--- src/rtl/idata_pkg.sv ---
package idata_pkg;
    localparam int DATA_W = 8;
    localparam int ADDR_W = 8;

    typedef enum logic [1:0] {
        M_DIRECT   = 2'b00,
        M_INDIRECT = 2'b01,
        M_BIT      = 2'b10,
        M_REG      = 2'b11
    } acc_mode_e;

    typedef enum logic [1:0] {
        TGT_RAM,
        TGT_PSW,
        TGT_PAGE,
        TGT_EXT
    } tgt_e;

    typedef struct packed {
        tgt_e              tgt;
        logic [ADDR_W-1:0] ram_idx;
        logic [ADDR_W-1:0] sfr_addr;
        logic              is_bit;
        logic [2:0]        bit_pos;
    } dec_t;
endpackage

--- src/rtl/idata_decode.sv ---
module idata_decode
    import idata_pkg::*;
#(
    parameter logic [7:0] PSW_ADDR    = 8'hD0,
    parameter logic [7:0] PAGE_ADDR   = 8'hBF,
    parameter logic [7:0] BITRAM_BASE = 8'h20
) (
    input  acc_mode_e   mode,
    input  logic [7:0]  addr,
    input  logic [1:0]  bank,
    output dec_t        dec
);
    function automatic tgt_e classify(input logic [7:0] a);
        if (a == PSW_ADDR)       return TGT_PSW;
        else if (a == PAGE_ADDR) return TGT_PAGE;
        else                     return TGT_EXT;
    endfunction

    always_comb begin
        dec         = '0;
        dec.tgt     = TGT_RAM;
        dec.bit_pos = addr[2:0];
        unique case (mode)
            M_DIRECT: begin
                if (addr[7]) begin
                    dec.tgt      = classify(addr);
                    dec.sfr_addr = addr;
                end else begin
                    dec.ram_idx  = addr;
                end
            end
            M_INDIRECT: begin
                dec.ram_idx = addr;
            end
            M_BIT: begin
                dec.is_bit = 1'b1;
                if (addr[7]) begin
                    dec.tgt      = classify({addr[7:3], 3'b000});
                    dec.sfr_addr = {addr[7:3], 3'b000};
                end else begin
                    dec.ram_idx  = BITRAM_BASE + {4'b0000, addr[6:3]};
                end
            end
            M_REG: begin
                dec.ram_idx = {3'b000, bank, addr[2:0]};
            end
        endcase
    end
endmodule

--- src/rtl/idata_ram.sv ---
module idata_ram #(
    parameter int DEPTH  = 256,
    parameter int DATA_W = 8,
    localparam int IDX_W = $clog2(DEPTH)
) (
    input  logic              clk,
    input  logic              rst_n,
    input  logic              we,
    input  logic [IDX_W-1:0]  widx,
    input  logic [DATA_W-1:0] wdata,
    input  logic [IDX_W-1:0]  ridx_a,
    output logic [DATA_W-1:0] rdata_a,
    input  logic [IDX_W-1:0]  ridx_b,
    output logic [DATA_W-1:0] rdata_b
);
    logic [DATA_W-1:0] mem [DEPTH];

    always_ff @(posedge clk or negedge rst_n) begin
        if (!rst_n) begin
            for (int i = 0; i < DEPTH; i++) mem[i] <= '0;
        end else if (we) begin
            mem[widx] <= wdata;
        end
    end

    assign rdata_a = mem[ridx_a];
    assign rdata_b = mem[ridx_b];
endmodule

--- src/rtl/idata_lsfr.sv ---
module idata_lsfr #(
    parameter int DATA_W = 8
) (
    input  logic              clk,
    input  logic              rst_n,
    input  logic              we_psw,
    input  logic              we_page,
    input  logic [DATA_W-1:0] wdata,
    output logic [DATA_W-1:0] psw,
    output logic [DATA_W-1:0] page
);
    always_ff @(posedge clk or negedge rst_n) begin
        if (!rst_n) begin
            psw  <= '0;
            page <= '0;
        end else begin
            if (we_psw)  psw  <= wdata;
            if (we_page) page <= wdata;
        end
    end
endmodule

--- src/rtl/idata_ctrl.sv ---
module idata_ctrl
    import idata_pkg::*;
#(
    parameter logic [7:0] PSW_ADDR  = 8'hD0,
    parameter logic [7:0] PAGE_ADDR = 8'hBF,
    parameter int         BANK_LSB  = 3
) (
    input  logic        clk,
    input  logic        rst_n,
    input  logic        req_valid,
    input  logic        req_write,
    input  logic [1:0]  req_mode,
    input  logic [7:0]  req_addr,
    input  logic [7:0]  req_wdata,
    input  logic        req_wbit,
    output logic        rd_valid,
    output logic [7:0]  rd_data,
    output logic [7:0]  sfr_addr,
    output logic        sfr_rd,
    output logic        sfr_wr,
    output logic [7:0]  sfr_wdata,
    input  logic [7:0]  sfr_rdata,
    input  logic        sfr_hit,
    input  logic        movx_ri,
    output logic [15:0] xaddr
);
    localparam int RAM_DEPTH = 1 << ADDR_W;

    typedef enum logic {S_IDLE, S_RESP} state_e;
    state_e state_q, state_d;

    logic [DATA_W-1:0] psw, page;
    logic [1:0]        bank;
    dec_t              dec;
    logic [DATA_W-1:0] ram_rd, ram_ptr;
    logic [DATA_W-1:0] old_byte, new_byte, read_val;
    logic              wr_req, rd_req;
    logic [7:0]        ptr_idx;

    assign bank   = psw[BANK_LSB+1:BANK_LSB];
    assign wr_req = req_valid && req_write;
    assign rd_req = req_valid && !req_write;

    idata_decode #(
        .PSW_ADDR  (PSW_ADDR),
        .PAGE_ADDR (PAGE_ADDR)
    ) u_dec (
        .mode (acc_mode_e'(req_mode)),
        .addr (req_addr),
        .bank (bank),
        .dec  (dec)
    );

    assign ptr_idx = {3'b000, bank, 2'b00, movx_ri};

    idata_ram #(.DEPTH(RAM_DEPTH), .DATA_W(DATA_W)) u_ram (
        .clk     (clk),
        .rst_n   (rst_n),
        .we      (wr_req && dec.tgt == TGT_RAM),
        .widx    (dec.ram_idx),
        .wdata   (new_byte),
        .ridx_a  (dec.ram_idx),
        .rdata_a (ram_rd),
        .ridx_b  (ptr_idx),
        .rdata_b (ram_ptr)
    );

    idata_lsfr #(.DATA_W(DATA_W)) u_lsfr (
        .clk     (clk),
        .rst_n   (rst_n),
        .we_psw  (wr_req && dec.tgt == TGT_PSW),
        .we_page (wr_req && dec.tgt == TGT_PAGE),
        .wdata   (new_byte),
        .psw     (psw),
        .page    (page)
    );

    // Source selection and bit merge
    always_comb begin
        unique case (dec.tgt)
            TGT_RAM:  old_byte = ram_rd;
            TGT_PSW:  old_byte = psw;
            TGT_PAGE: old_byte = page;
            TGT_EXT:  old_byte = sfr_hit ? sfr_rdata : '0;
        endcase
        if (dec.is_bit) begin
            new_byte = (old_byte & ~(8'(1) << dec.bit_pos))
                     | (8'(req_wbit) << dec.bit_pos);
            read_val = {7'b0, old_byte[dec.bit_pos]};
        end else begin
            new_byte = req_wdata;
            read_val = old_byte;
        end
    end

    assign sfr_addr  = dec.sfr_addr;
    assign sfr_rd    = req_valid && dec.tgt == TGT_EXT && (!req_write || dec.is_bit);
    assign sfr_wr    = wr_req && dec.tgt == TGT_EXT;
    assign sfr_wdata = new_byte;
    assign xaddr     = {page, ram_ptr};

    // Next-state logic: T_READ, T_READ_AGAIN, T_DONE, T_STAY
    always_comb begin
        state_d = state_q;
        unique case (state_q)
            S_IDLE: state_d = rd_req ? S_RESP : S_IDLE;
            S_RESP: state_d = rd_req ? S_RESP : S_IDLE;
        endcase
    end

    always_ff @(posedge clk or negedge rst_n) begin
        if (!rst_n) state_q <= S_IDLE;
        else        state_q <= state_d;
    end

    // Output process: response data captured with the request
    always_ff @(posedge clk or negedge rst_n) begin
        if (!rst_n)      rd_data <= '0;
        else if (rd_req) rd_data <= read_val;
    end

    assign rd_valid = (state_q == S_RESP);
endmodule

--- config.mk ---
export PLATFORM = sky130hd
export DESIGN_NAME = idata_ctrl
export DESIGN_NICKNAME = d
export VERILOG_FILES = /design/src/rtl/idata_pkg.sv /design/src/rtl/idata_decode.sv /design/src/rtl/idata_ram.sv /design/src/rtl/idata_lsfr.sv /design/src/rtl/idata_ctrl.sv
export SDC_FILE = /design/constraint.sdc
export NUM_CORES = 2
export LEC_CHECK = 0
export ABC_AREA = 1
export BUFFER_PORTS_ARGS = -buffer_cell sky130_fd_sc_hd__buf_2
export CAP_MARGIN = 15
export CORE_MARGIN = 3
export CORE_UTILIZATION = 50
export DETAILED_ROUTE_END_ITERATION = 7
export PLACE_DENSITY = 0.69
export SYNTH_ARGS = -nofsm -noshare
export SYNTH_HDL_FRONTEND = slang
export SYNTH_SLANG_ARGS = --single-unit
--- constraint.sdc ---
create_clock -name clk -period 4.53 [get_ports clk]
set_clock_uncertainty 0.15 [all_clocks]
set_input_delay 0.6795 -clock clk [delete_from_list [all_inputs] [get_ports clk]]
set_output_delay 0.6795 -clock clk [all_outputs]
set_load 0.01 [all_outputs]
==> results.sh <==
export IMPL_m1WireLength_mm=146.6
export IMPL_leakage_nw=64.29
export IMPL_p_seq_share_pct=43.9
export IMPL_fin_ws_ns=-0.4989
export IMPL_die_area_mm2=0.2053
export IMPL_clk_transition_reported_paths_ns=0.06
export IMPL_timing_fmax_ghz=0.1989
export IMPL_dpl_hpwl_mm=247.6
export IMPL_switchingPower_mw=12.63
export IMPL_grtUsageTotal_pct=37.11
export IMPL_cts_root_buf="clkbuf_16"
export IMPL_synth_top_cell_area_share_pct=51.90
export IMPL_core_area_mm2=0.1980
export IMPL_power_frac_comb_pct=14.4
export IMPL_fp_dieW_um=453.1
export IMPL_drc=1
export IMPL_syn_nets=13730
export IMPL_antenna_left=0
export IMPL_crit_required_ns=3.70
export IMPL_grt_pass1_vias=95760
export IMPL_holdCritPathClass="primary input to register"
export IMPL_yosys_top_cells_count="7464 x nand2_1, 2073 x dfrtp_1, 750 x nor2_1, 639 x inv_1, 435 x o21ai_0"
export IMPL_grt_pass1_wl_mm=582.7
export IMPL_violations="design-rule violations, negative setup slack"
export IMPL_synth_area_leaders="dfrtp_1 52%, nand2_1 28%, nor2_1 2.8%"
export IMPL_finalMaxSlewViolations=0
export IMPL_numCtsBuffers=218
export IMPL_port_buffers=75
export IMPL_synth_top_cell_by_area="dfrtp_1"
export IMPL_p_per_area_mw_per_mm2=372.1
export IMPL_start_util_pct=50.48
export IMPL_syn2layout_area_growth_pct=20.02
export IMPL_yosys_register_bits=2073
export IMPL_wl_per_cell_um=22.72
export IMPL_cp_start_kind="primary input"
export IMPL_async_reset_ff_share_pct=100.0
export IMPL_gp_congestion=0.9953
export IMPL_hold_viol_final=0
export IMPL_fin_crit_sh_pct=111.0
export IMPL_synth_edf_count=0
export IMPL_tightest_slew_ns=1.164
export IMPL_crit_fanout=13
export IMPL_clock_power_share_pct=41.7
export IMPL_drtIter0Drc=13600
export IMPL_slew_headroom_pct=22.34
export IMPL_cts_tree="yes"
export IMPL_final_util_pct=60.58
export IMPL_top_layer="met5"
export IMPL_io_pins=76
export IMPL_vias=98970
export IMPL_p_int_mw=32.02
export IMPL_wl_mm=388.4
export IMPL_yosysMostFrequentCell="nand2_1"
export IMPL_yosysSeqAreaShare_pct=51.90
export IMPL_max_cap_viol_count=0
export IMPL_synth_cell_types=39
export IMPL_cts_num_sinks=2073
export IMPL_via_per_inst=5.790
export IMPL_nNetsFinal=14310
export IMPL_ir_drop_mv=0.4338
export IMPL_drive_above_1_share_pct=12.44
export IMPL_synth_cells=13700
export IMPL_antenna_found_initial=12
export IMPL_syn_avg_cell_area_um2=7.298
export IMPL_status="complete, but fails checks"
export IMPL_cp_arrival_ns=4.20
export IMPL_cts_max_level=4
export IMPL_grt_overflow=0
export IMPL_grt_max_degree=174
export IMPL_synth_warnings=0
export IMPL_route_met3_wl_mm=44.77
export IMPL_final_seq_area_mm2=0.05188
export IMPL_rsz0062_at_grt="yes"
export IMPL_crit_path_end_kind="output port"
export IMPL_wl_met2_mm=169.5
export IMPL_cts_max_path_buffers=3
export IMPL_insertion_delay_ns=0.89
export IMPL_synth_ff_type="dfrtp_1"
export IMPL_multi_input_area_mm2=0.04331
export IMPL_fill_cells=17340
export IMPL_worst_hold_slack_ns=0.1341
export IMPL_syn_cell_area_mm2=0.09996
export IMPL_chipHeight_um=453.1
export IMPL_finalSetupViolCount=8
export IMPL_dr_pass1_iters=8
export IMPL_rows=163
export IMPL_period_needed_ns=5.029
export IMPL_p_sw_share_pct=28.29
export IMPL_critPathKind="primary input to output port"
==> metal layers <==
layer / vias to the layer above / track usage, %
met5: - / 0
met4: 12 / 22.87
met3: 1372 / 9.084
met2: 6178 / 55.78
met1: 47400 / 48.42
li1: 44020 / -
==> power groups by stage <==
stage | registers, mW | clock network (mW) | logic (mW)
floorplan | 19.8 | 0 | 2.63
detailed placement | 19.9 | 0 | 5.80
CTS | 19.6 | 18.7 | 6.12
global placement | 19.9 | 0 | 5.74
finish | 19.6 | 18.6 | 6.43
global route | 19.6 | 19.5 | 6.70
==> cells in the final DEF, fill, tap and decap left out, types with 8 or more instances in the layout <==
cell type	netlist	final
nor3_1	237	231
nor2_4	4	38
bufinv_16	0	16
buf_12	0	208
o22ai_1	131	131
inv_2	27	26
o21ai_2	1	29
clkbuf_16	0	225
a22oi_1	213	204
nand2_1	7464	7363
buf_16	0	11
buf_2	320	67
o21ai_1	149	142
clkbuf_1	330	50
nor2_1	750	671
clkinv_1	8	11
clkinv_2	0	34
nand2_2	9	75
clkbuf_8	0	58
inv_1	639	628
a21oi_1	116	100
a31oi_1	352	352
a22oi_2	0	9
nand4_1	58	58
nand2_8	0	8
nand3_1	209	206
nand2_4	1	29
o21ai_4	0	8
o21bai_1	11	9
dfrtp_1	2073	2072
o21ai_0	435	406
nor2_2	1	46
buf_4	65	795
a21oi_2	0	11
buf_6	2	46
==> repair_timing <==
action / in CTS / in global routing
endpoints found under the hold margin: 54 / 0
pin swaps: 113 / 77
gates resized for setup: 357 / 100
setup buffers: 37 / 37
hold buffers: 2 / 0
setup endpoints to repair: 1668 / 8
cloned: 6 / 4
==> cell type report <==
| class | count | area share [%] |
|---|---|---|
| diodes | 6 | 0.01251 |
| clock buffers | 330 | 5.452 |
| clock inverters | 63 | 0.6643 |
| inverters | 674 | 2.147 |
| multi-input cells | 10170 | 36.10 |
| flip-flops and latches | 2073 | 43.24 |
| well taps | 2640 | 2.753 |
| repair buffers | 1141 | 9.630 |
==> registers in the layout, indices dropped and copies added (netlist names) <==
register	cells
rd_data	8
u_lsfr.page	8
u_ram.mem	2048
rd_valid	1
u_lsfr.psw	8
==> metrics by stage <==
stage,worst slack [ns],power (mW),area [µm²],std cells,TNS [ns]
floorplan,0.4021,22.43,99960,13700,0
global placement,-1.003,25.62,110100,16620,-1460.77
detailed placement,-1.073,25.70,110100,16620,-1526.21
CTS,-0.4435,44.41,119200,17050,-2.972
global route,-0.5124,45.81,120000,17090,-3.470
finish,-0.4989,44.65,120000,17100,-2.957
==> cells by family (layout without fill, tap and decap cells) <==
logic type	count (synthesis)	in the layout	synth area share, %
other	0	6	0
DFF	2073	2073	51.90
and+or+nand+nor	8748	8749	33.65
buffers and inverters	1456	2208	6.127
AOI/OAI and AO/OA	1419	1419	8.323
==> worst max-delay path: stages <==
cell	delay (ns)
buf_2	0.15
inv_2	0.07
nor2_4	0.16
nand2_4	0.16
nand2_8	0.19
inv_8	0.08
nor2_4	0.18
buf_12	0.21
buf_6	0.20
buf_12	0.19
nand2_1	0.06
o21ai_0	0.16
o21ai_1	0.13
buf_4	0.15
nand2_1	0.05
o21ai_0	0.09
nand2_1	0.14
nor2_1	0.08
nor2_2	0.26
nor2_2	0.08
nand2_2	0.16
nand2_2	0.09
nand2_2	0.09
o211ai_4	0.08
nand2_4	0.12
buf_2	0.14
==> worst paths after layout <==
path	start	slack, ns	cells past startpoint	to
worst min register to register	u_ram.mem[1367]$_DFFE_PN0P_	0.33	2	u_ram.mem[1367]$_DFFE_PN0P_
worst max register to register	u_lsfr.psw[3]$_DFFE_PN0P_	0.20	25	u_ram.mem[37]$_DFFE_PN0P_
min in group asynchronous	rst_n	0.29	2	u_ram.mem[250]$_DFFE_PN0P_
worst min-delay path	req_valid	0.13	4	rd_data[3]$_DFFE_PN0P_
worst max-delay path	req_mode[1]	-0.50	26	sfr_wdata[3]
max in group asynchronous	rst_n	2.40	3	u_lsfr.psw[4]$_DFFE_PN0P_
(Power assumes the default switching activity.)
